<file path="src/rtl/simm_cfg_pkg.sv">
package simm_cfg_pkg;

    typedef enum logic [1:0] {
        SZ_NONE = 2'b00,
        SZ_8M   = 2'b01,
        SZ_32M  = 2'b10,
        SZ_RSVD = 2'b11
    } simm_size_e;

    typedef enum logic [2:0] {
        SEL_ID,
        SEL_PRES,
        SEL_SIZE,
        SEL_PAR,
        SEL_MISS
    } reg_sel_e;

    typedef enum logic {
        ST_IDLE,
        ST_RESP
    } port_state_e;

    localparam int ADDR_ID   = 32'h803;
    localparam int ADDR_PRES = 32'h804;
    localparam int ADDR_SIZE = 32'h820;
    localparam int ADDR_PAR  = 32'h841;

    localparam logic [7:0] PAR_OK_BYTE = 8'h01;
    localparam logic [7:0] MISS_BYTE   = 8'hFF;

endpackage

</file>
<file path="src/rtl/simm_socket_status.sv">
module simm_socket_status
    import simm_cfg_pkg::*;
#(
    parameter int NUM_SOCKETS = 6,
    parameter int BYTE_W      = 8
) (
    input  logic [2*NUM_SOCKETS-1:0] socket_size,
    output logic [BYTE_W-1:0]        id_byte,
    output logic [BYTE_W-1:0]        pres_byte
);

    for (genvar s = 0; s < BYTE_W; s++) begin : g_bit
        if (s < NUM_SOCKETS) begin : g_sock
            simm_size_e code;
            assign code         = simm_size_e'(socket_size[2*s +: 2]);
            assign id_byte[s]   = (code == SZ_32M);
            assign pres_byte[s] = !((code == SZ_8M) || (code == SZ_32M));
        end else begin : g_pad
            assign id_byte[s]   = 1'b0;
            assign pres_byte[s] = 1'b1;
        end
    end

endmodule

</file>
<file path="src/rtl/simm_end_table.sv">
module simm_end_table #(
    parameter int NUM_ENTRIES = 8,
    parameter int END_W       = 5,
    localparam int IDX_W      = $clog2(NUM_ENTRIES)
) (
    input  logic                         clk,
    input  logic                         rst_n,
    input  logic                         wr_en,
    input  logic [IDX_W-1:0]             wr_idx,
    input  logic [END_W-1:0]             wr_val,
    input  logic                         rd_step,
    input  logic                         idx_clear,
    output logic [END_W-1:0]             cur_entry,
    output logic [NUM_ENTRIES*END_W-1:0] table_flat
);

    logic [END_W-1:0] entry_q [NUM_ENTRIES];
    logic [IDX_W-1:0] idx_q;

    for (genvar e = 0; e < NUM_ENTRIES; e++) begin : g_entry
        always_ff @(posedge clk or negedge rst_n) begin
            if (!rst_n) begin
                entry_q[e] <= '0;
            end else if (wr_en && (wr_idx == IDX_W'(e))) begin
                entry_q[e] <= wr_val;
            end
        end
        assign table_flat[e*END_W +: END_W] = entry_q[e];
    end

    always_ff @(posedge clk or negedge rst_n) begin
        if (!rst_n) begin
            idx_q <= '0;
        end else if (idx_clear) begin
            idx_q <= '0;
        end else if (rd_step) begin
            idx_q <= idx_q + 1'b1;
        end
    end

    assign cur_entry = entry_q[idx_q];

    assert_idx_clear_R4: assert property (@(posedge clk) disable iff (!rst_n)
        idx_clear |=> (idx_q == '0));

    assert_idx_step_R5: assert property (@(posedge clk) disable iff (!rst_n)
        (rd_step && !idx_clear) |=> (idx_q == IDX_W'($past(idx_q) + 1'b1)));

    assert_wr_keeps_idx_R6: assert property (@(posedge clk) disable iff (!rst_n)
        (wr_en && !rd_step && !idx_clear) |=> $stable(idx_q));

endmodule

</file>
<file path="src/rtl/simm_cfg_port.sv">
module simm_cfg_port
    import simm_cfg_pkg::*;
#(
    parameter int ADDR_W      = 12,
    parameter int NUM_SOCKETS = 6,
    parameter int NUM_ENTRIES = 8,
    parameter int END_W       = 5
) (
    input  logic                         clk,
    input  logic                         rst_n,
    input  logic [ADDR_W-1:0]            io_addr,
    input  logic                         io_rd,
    input  logic                         io_wr,
    input  logic [7:0]                   io_wdata,
    input  logic [2*NUM_SOCKETS-1:0]     socket_size,
    output logic [7:0]                   io_rdata,
    output logic                         io_rvalid,
    output logic [NUM_ENTRIES*END_W-1:0] end_table
);

    localparam int IDX_W  = $clog2(NUM_ENTRIES);
    localparam int DATA_W = 8;
    localparam logic [DATA_W-1:0] SOCK_MASK = DATA_W'((1 << NUM_SOCKETS) - 1);

    reg_sel_e          sel;
    logic [DATA_W-1:0] id_byte;
    logic [DATA_W-1:0] pres_byte;
    logic [END_W-1:0]  cur_entry;
    logic [DATA_W-1:0] rd_mux;
    port_state_e       state_q;
    port_state_e       state_d;
    logic [DATA_W-1:0] rdata_q;

    always_comb begin
        if (io_addr == ADDR_W'(ADDR_ID))        sel = SEL_ID;
        else if (io_addr == ADDR_W'(ADDR_PRES)) sel = SEL_PRES;
        else if (io_addr == ADDR_W'(ADDR_SIZE)) sel = SEL_SIZE;
        else if (io_addr == ADDR_W'(ADDR_PAR))  sel = SEL_PAR;
        else                                    sel = SEL_MISS;
    end

    simm_socket_status #(
        .NUM_SOCKETS (NUM_SOCKETS),
        .BYTE_W      (DATA_W)
    ) u_status (
        .socket_size (socket_size),
        .id_byte     (id_byte),
        .pres_byte   (pres_byte)
    );

    simm_end_table #(
        .NUM_ENTRIES (NUM_ENTRIES),
        .END_W       (END_W)
    ) u_table (
        .clk        (clk),
        .rst_n      (rst_n),
        .wr_en      (io_wr && (sel == SEL_SIZE)),
        .wr_idx     (io_wdata[END_W +: IDX_W]),
        .wr_val     (io_wdata[END_W-1:0]),
        .rd_step    (io_rd && (sel == SEL_SIZE)),
        .idx_clear  (io_rd && (sel == SEL_PRES)),
        .cur_entry  (cur_entry),
        .table_flat (end_table)
    );

    always_comb begin
        unique case (sel)
            SEL_ID:   rd_mux = id_byte;
            SEL_PRES: rd_mux = pres_byte;
            SEL_SIZE: rd_mux = DATA_W'(cur_entry);
            SEL_PAR:  rd_mux = PAR_OK_BYTE;
            default:  rd_mux = MISS_BYTE;
        endcase
    end

    // State register
    always_ff @(posedge clk or negedge rst_n) begin
        if (!rst_n) state_q <= ST_IDLE;
        else        state_q <= state_d;
    end

    always_comb begin
        unique case (state_q)
            ST_IDLE: state_d = io_rd ? ST_RESP : ST_IDLE;
            ST_RESP: state_d = io_rd ? ST_RESP : ST_IDLE;
            default: state_d = ST_IDLE;
        endcase
    end

    // Output process
    always_ff @(posedge clk or negedge rst_n) begin
        if (!rst_n)     rdata_q <= '0;
        else if (io_rd) rdata_q <= rd_mux;
        else            rdata_q <= '0;
    end

    assign io_rvalid = (state_q == ST_RESP);
    assign io_rdata  = rdata_q;

    assert_valid_after_rd_R1: assert property (@(posedge clk) disable iff (!rst_n)
        io_rd |=> io_rvalid);

    assert_idle_without_rd_R1: assert property (@(posedge clk) disable iff (!rst_n)
        !io_rd |=> !io_rvalid);

    assert_pres_pad_R3: assert property (@(posedge clk) disable iff (!rst_n)
        (io_rd && (sel == SEL_PRES)) |=> ((io_rdata | SOCK_MASK) == 8'hFF));

    assert_parity_fixed_R7: assert property (@(posedge clk) disable iff (!rst_n)
        (io_rd && (sel == SEL_PAR)) |=> (io_rdata == PAR_OK_BYTE));

    assert_miss_reads_ff_R8: assert property (@(posedge clk) disable iff (!rst_n)
        (io_rd && (sel == SEL_MISS)) |=> (io_rdata == MISS_BYTE));

endmodule

</file>
<file path="config.mk">
export PLATFORM = sky130hd
export DESIGN_NAME = simm_cfg_port
export DESIGN_NICKNAME = d
export VERILOG_FILES = /design/src/rtl/simm_cfg_pkg.sv /design/src/rtl/simm_socket_status.sv /design/src/rtl/simm_end_table.sv /design/src/rtl/simm_cfg_port.sv
export SDC_FILE = /design/constraint.sdc
export NUM_CORES = 1
export LEC_CHECK = 0
export BUFFER_PORTS_ARGS = -buffer_cell sky130_fd_sc_hd__buf_2
export CORE_UTILIZATION = 38
export CTS_BUF_LIST = sky130_fd_sc_hd__clkbuf_8
export DETAILED_ROUTE_END_ITERATION = 10
export GPL_TIMING_DRIVEN = 0
export SYNTH_ARGS = -nofsm -noshare
export SYNTH_HDL_FRONTEND = slang
export SYNTH_SLANG_ARGS = --single-unit
</file>
<file path="constraint.sdc">
create_clock -name clk -period 1.63 [get_ports clk]
set_input_delay 0 -clock clk [delete_from_list [all_inputs] [get_ports clk]]
set_output_delay 0 -clock clk [all_outputs]
set_load 0.01 [all_outputs]
</file>
==> results of run 1 <==
[what timing repair did]
action | 4_1_cts | 5_1_grt
hold buffers | 2 | 0
endpoints found under the hold margin | 52 | 0
setup endpoints to repair | 14 | 23
setup buffers | 2 | 7
pin swaps | 2 | 2
resized for setup | 4 | 2
[worst max-delay path: stages, from the launching register on]
cell,delay [ns]
dfrtp_1,0.43
buf_8,0.17
mux4_2,0.52
mux2i_2,0.22
o211ai_1,0.12
[path summary, 6_finish.rpt]
kind	startpoint	endpoint	cells past startpoint
worst max-delay path	u_table.idx_q[1]	io_rdata[3]	4
worst min-delay path	io_wdata[0]	u_table.table_flat[30]	2
worst max register to register	u_table.idx_q[1]	io_rdata[3]	4
worst min register to register	u_table.table_flat[3]	u_table.table_flat[3]	1
max in group asynchronous	rst_n	u_table.table_flat[7]	2
min in group asynchronous	rst_n	io_rvalid	2
[power by group through the flow]
stage                     logic, mW  clock network, mW  registers, mW
after CTS                     0.217               1.03           1.28
after global placement        0.211                  0           1.31
after global routing          0.247               1.09           1.28
after floorplan              0.0820                  0           1.31
after detailed placement      0.212                  0           1.31
final                         0.217               1.00           1.28
[flip-flops by register name, summed over array words and instances, names as in the netlist]
signal / count
u_table.table_flat: 40
u_table.idx_q: 3
io_rdata: 7
io_rvalid: 1
[stage by stage]
step | worst slack (ns) | util, % | TNS (ns) | instances
floorplan | 0.112 | - | 0 | 199
global placement | -0.342 | 47.7 | -8.39 | 378
detailed placement | -0.411 | 47.7 | -9.31 | 378
CTS | 0.00769 | 50.3 | 0 | 390
global route | -0.0274 | 51.1 | -0.0274 | 396
finish | 0.0283 | 51.1 | 0 | 396
[layer usage]
layer  part of all wire, %  vias up  global-route usage [%]
li1                      -      948                       -
met1                    45      983                    23.7
met2                    47       58                    29.9
met3                   5.5       11                    4.64
met4                   2.3        0                    6.36
met5                     0        -                       0
[area by class of cell]
type	instances	area [um^2]	area share (%)
multi-input combinational	128	1370	39.1
inverter	12	45.0	1.28
timing repair buffer	94	503	14.3
clock inverter	3	63.8	1.82
sequential	51	1280	36.4
clock buffer	5	68.8	1.96
tap	96	120	3.42
buffer	7	60.1	1.71
[kinds of logic after synthesis]
logic type / count (synthesis) / share of synthesized area, %
buffers and inverters: 20 / 3.38
xor gates and xnor gates: 1 / 0.320
AOI/OAI and AO/OA: 22 / 5.98
and+or+nand+nor: 42 / 13.7
adders and majority gates: 7 / 3.20
muxes: 56 / 26.9
DFF: 51 / 46.6
[layout by cell type (no fill, tap or decap), types with 2 or more instances in the layout]
cell type,synthesis,routed
a22o_1,5,5
nor2b_1,2,2
nor2_1,4,4
nor3b_2,2,2
mux2_1,13,13
a22oi_1,2,2
dfrtp_1,51,51
nand2_1,6,6
mux2_2,27,27
clkbuf_1,2,2
inv_1,12,13
nand4_1,6,6
nor4_4,3,3
a21boi_0,5,5
o21ai_0,2,2
nand3_2,3,3
buf_6,1,2
nand3_1,3,3
clkbuf_8,0,5
mux4_2,10,10
ha_1,7,7
dlygate4sd3_1,0,2
bufinv_16,0,2
o211ai_1,5,5
buf_4,2,11
buf_2,2,83
mux2i_1,6,5
==> metrics.txt, run 1 <==
status complete, no violations; final instance area between 3000 and 4000 um^2; Placed Area 3270 um^2; Tcrit/Tclk final 98.3%; sequential share of the synthesized area 46.6%; Clk pwr share 40.1%; post-synthesis register bit count 51; Arrival @ worst endpoint about 1.8 ns; Worst EP required 1.78 ns; main flop type after synthesis dfrtp_1; Initial Util 39.9%; Post-synth EDFFs 0; clock root buffer clkbuf_8; sequential share of power 51.2%; ant diodes 0; DR vias/cell just over 5; DR iter-0 viols 71; Synth area leader dfrtp_1; Routed Antenna Nets 0; share of cells above drive strength 1 52.3%; Initial DRT Pass Iterations 4; Peak VDD IR 0.466 mV; I/O pin cnt between 80 and 90; asr flop ratio synth 100%; yosys warns 0; Die Area 7550 um^2; Setup violations, final 0; Fmax 624 MHz; first-pass GRT wire length approximately 10000 um; vias 2000; power per cell area 713 nW/um^2; synthesized area per cell 13.8 um^2; Gate Count Post-Synth 199; standard-cell rows 30; Sw Ratio 21.1%; htree depth 2; Pwr Total approximately 2.5 mW; fin nets 342; max-cap violations 0; pin slew with the least headroom to its limit 1.10 ns; RSZ-0062 raised after global routing true; Core Footprint about 6900 um^2; Post-synth top cells 51 x dfrtp_1, 27 x mux2_2, 13 x mux2_1; P_int 1.97 mW; Final Max Slew Viols 0; Die Wd slightly below 90 um; Post-Synthesis Net Count ~240; Fill cells about 640; Min Hold Slack 0.0214 ns; top-count cell post-synth dfrtp_1; routability congestion estimate from global placement 0.791; peak fanout along the critical path 8; Clk pin slew, worst setup/hold paths 0.09 ns; Synth area leaders dfrtp_1 47%, mux2_2 11%, mux4_2 8.2%; flop2flop setup slack 0.03 ns; Leakage 1.82 nW; largest net degree at the start of global routing between 50 and 60; DP HPWL 4640 um; Die Ht about 87 um; port bufs 83; CTS max path bufs 2; total CTS buffers 5; Synth-to-Final Area Change 28.2%; NetSw 529 uW; GRT overflow 0; final hold violation count 0; worst skew pair latency about 0.30 ns; worst setup path class reg2reg; count of cell types in the netlist 42; drt total wl 6340 um; top-area cell type share of the netlist area a little under half; critical path endpoint category flip-flop; wire per inst between 15 and 20 um; initial antenna violation count 0; clk sinks 51; Slew headroom 26.8%; TritonCTS clock tree done; Comb pwr share under 10%; Worst setup SP type flip-flop; min cycle time layout between 1.5 and 2 ns; All-Layer GR Usage a little under a fifth; Hold/Removal Path Class in2reg; skew final 0.00623 ns; Post-route DRC 0; number of global-route vias before repair approximately 2000; cell area after synthesis 2740 um^2
Note: power is estimated with default switching activity, not from simulation.
==> run 2: changes to the inputs <==
- SKIP_LAST_GASP: default -> 1
- SYNTH_HIERARCHICAL: default -> 1
==> metrics.txt, run 2 <==
min cycle time layout 2.03 ns; failing checks negative setup slack; top-count cell post-synth dfrtp_1; RSZ-0062 raised after global routing true; CP max stage cell mux4_2; slowest stage delay, CP between 0.4 and 0.5 ns; Synth area leaders dfrtp_1 47%, mux2_2 18%, mux4_1 9.5%; min setup slack post-route -0.399 ns; status finished with violations; pin slew with the least headroom to its limit 1.17 ns; largest family of logic cells by synthesized area multiplexers; Routed Antenna Nets 0; critical path endpoint category flip-flop; CP Buf/Inv Count 1; Tcrit/Tclk final 124%; Placed Area around 3300 um^2; share of cells above drive strength 1 64.1%; Reg2Reg Depth 6; Comb pwr share 8.6%; multiplexer share of the synthesized area around 28%; yosys warns 6; drt total wl ~7000 um; Fill cells 619; GRT overflow 0; Hold Path Depth 2; most common cell after layout, fill and taps aside buf_2; worst setup path class reg2reg; port bufs 84; DP HPWL 4490 um; Synth area leader dfrtp_1; Die Ht 87.3 um; count of cell types in the netlist 42; P_int 1.89 mW; Setup TNS -5.26 ns; I/O pin cnt 85; final hold violation count 0; Arrival @ worst endpoint 2.20 ns; Post-route DRC 0; crit-path cells clkbuf_16 -> mux4_2 -> mux2_4 -> a22o_2 -> a22oi_2 -> a21oi_1; number of global-route vias before repair 2059; cell area after synthesis 2770 um^2; Setup violations, final 40; final instance area 3770 um^2; initial antenna violation count 0; CTS max path bufs 2; total CTS buffers 5; DR iter-0 viols 67; Worst setup SP type flip-flop; Leakage 1.92 nW; Fmax 493 MHz; Synth Area in Simple Gates 10.1%; vias 2053; fin nets 346; worst skew pair latency 0.30 ns; cell family contributing the most delay on the critical path multiplexers; sequential share of power 53.0%; standard-cell rows 30; Post-synth top cells 52 x dfrtp_1, 45 x mux2_2, 10 x mux4_1; Initial Util 40.1%; Die Area 7620 um^2; Peak VDD IR 0.466 mV; max-cap violations 0; xor and xnor fraction of the mapped netlist area less than 1%; Synth Area in Compound Gates 7.33%; Initial DRT Pass Iterations 4; Post-synth EDFFs 0; DR vias/cell 5.13; post-synthesis register bit count 52; Sw Ratio approximately 23%; top-area cell type share of the netlist area 47.0%; Die Wd 87.3 um; skew final 0.00290 ns; NetSw ~570 uW; asr flop ratio synth 100%; Worst EP required 1.81 ns; main flop type after synthesis dfrtp_1; Clk pin slew, worst setup/hold paths 0.10 ns; Slew headroom between 20% and 30%; Core Footprint 6910 um^2; Gate Count Post-Synth roughly 190; power per cell area 654 nW/um^2; wire per inst 17.3 um; synthesized area per cell 14.5 um^2; htree depth 2; clock root buffer clkbuf_8; Final Max Slew Viols 0; TritonCTS clock tree done; largest net degree at the start of global routing 53; most frequent cells in the layout 83 x buf_2, 51 x dfrtp_1, 25 x mux2_4, 20 x mux2_2, 13 x buf_4; sequential share of the synthesized area 47.0%; Adder-Cell Fraction of Synth Area 3.17%; peak fanout along the critical path 5; first-pass GRT wire length 10900 um; Min Hold Slack 0.0408 ns; ant diodes 0; Hold/Removal Path Class in2reg; All-Layer GR Usage slightly below 20%; clk sinks 52; Crit path depth 6; Clk pwr share 38.4%; Largest register FFs 40; Synth-to-Final Area Change 36.2%; routability congestion estimate from global placement 0.723
[run 2: path summary, 6_finish.rpt]
check | startpoint | to | slack [ns]
max in group asynchronous | rst_n | u_table/idx_q[0] | 0.37
hold reg to reg | u_table/table_flat[3] | u_table/table_flat[3] | 0.54
setup reg to reg | u_table/idx_q[0] | io_rdata[1] | -0.40
min in group asynchronous | rst_n | io_rvalid | 0.47
setup / recovery | u_table/idx_q[0] | io_rdata[1] | -0.40
hold / removal | io_wdata[1] | u_table/table_flat[21] | 0.04
[run 2: power by group through the flow]
stage	Combinational (mW)	Sequential, mW	Clock (mW)
floorplan	0.0637	1.34	0
global placement	0.189	1.33	0
detailed placement	0.191	1.33	0
CTS	0.209	1.30	0.968
global route	0.237	1.31	1.01
finish	0.212	1.30	0.946
[run 2: area by class of cell]
type	instances	area, um^2	area share [%]
buffer	9	76.3	2.03
timing repair buffer	103	617	16.4
clock buffer	6	82.6	2.19
tap	96	120	3.19
sequential	52	1300	34.6
multi-input combinational	123	1500	39.7
clock inverter	2	38.8	1.03
inverter	9	33.8	0.897
[run 2: what timing repair did]
item / 4_1_cts / 5_1_grt
hold buffers: 3 / 0
pin swaps: 10 / 4
resized for setup: 30 / 8
endpoints found under the setup margin: 45 / 45
cloned: 1 / 0
setup buffers: 14 / 1
endpoints found under the hold margin: 54 / 0
[run 2: worst reg2reg max path: cells and delay by family (launching register included)]
kind,cells,cell delay (ns)
mux,2,0.77
buf+inv,1,0.19
flops,1,0.47
compound gates,3,0.47
[run 2: cell families after synthesis]
family          count (synthesis)
buf+inv                        18
mux                            56
simple gates                   29
fa+ha+maj                       7
compound gates                 25
xor+xnor                        2
flops                          52
other cells                     2
[run 2: routing by layer]
metal / GRT usage [%] / part of all wire, % / up-vias
met1: 27.8 / 48 / 1013
met4: 6.11 / 1.6 / 0
li1: - / - / 945
met2: 29.8 / 44 / 86
met3: 3.51 / 6.2 / 9
met5: 0 / 0 / -
[run 2: through the flow]
| stage | setup slack, ns | power [mW] | instances | utilization [%] |
|---|---|---|---|---|
| floorplan | -0.394 | 1.40 | 193 | - |
| global placement | -0.877 | 1.52 | 373 | 48.3 |
| detailed placement | -0.856 | 1.52 | 373 | 48.3 |
| CTS | -0.389 | 2.48 | 399 | 54.0 |
| global route | -0.480 | 2.56 | 400 | 54.5 |
| finish | -0.399 | 2.46 | 400 | 54.5 |
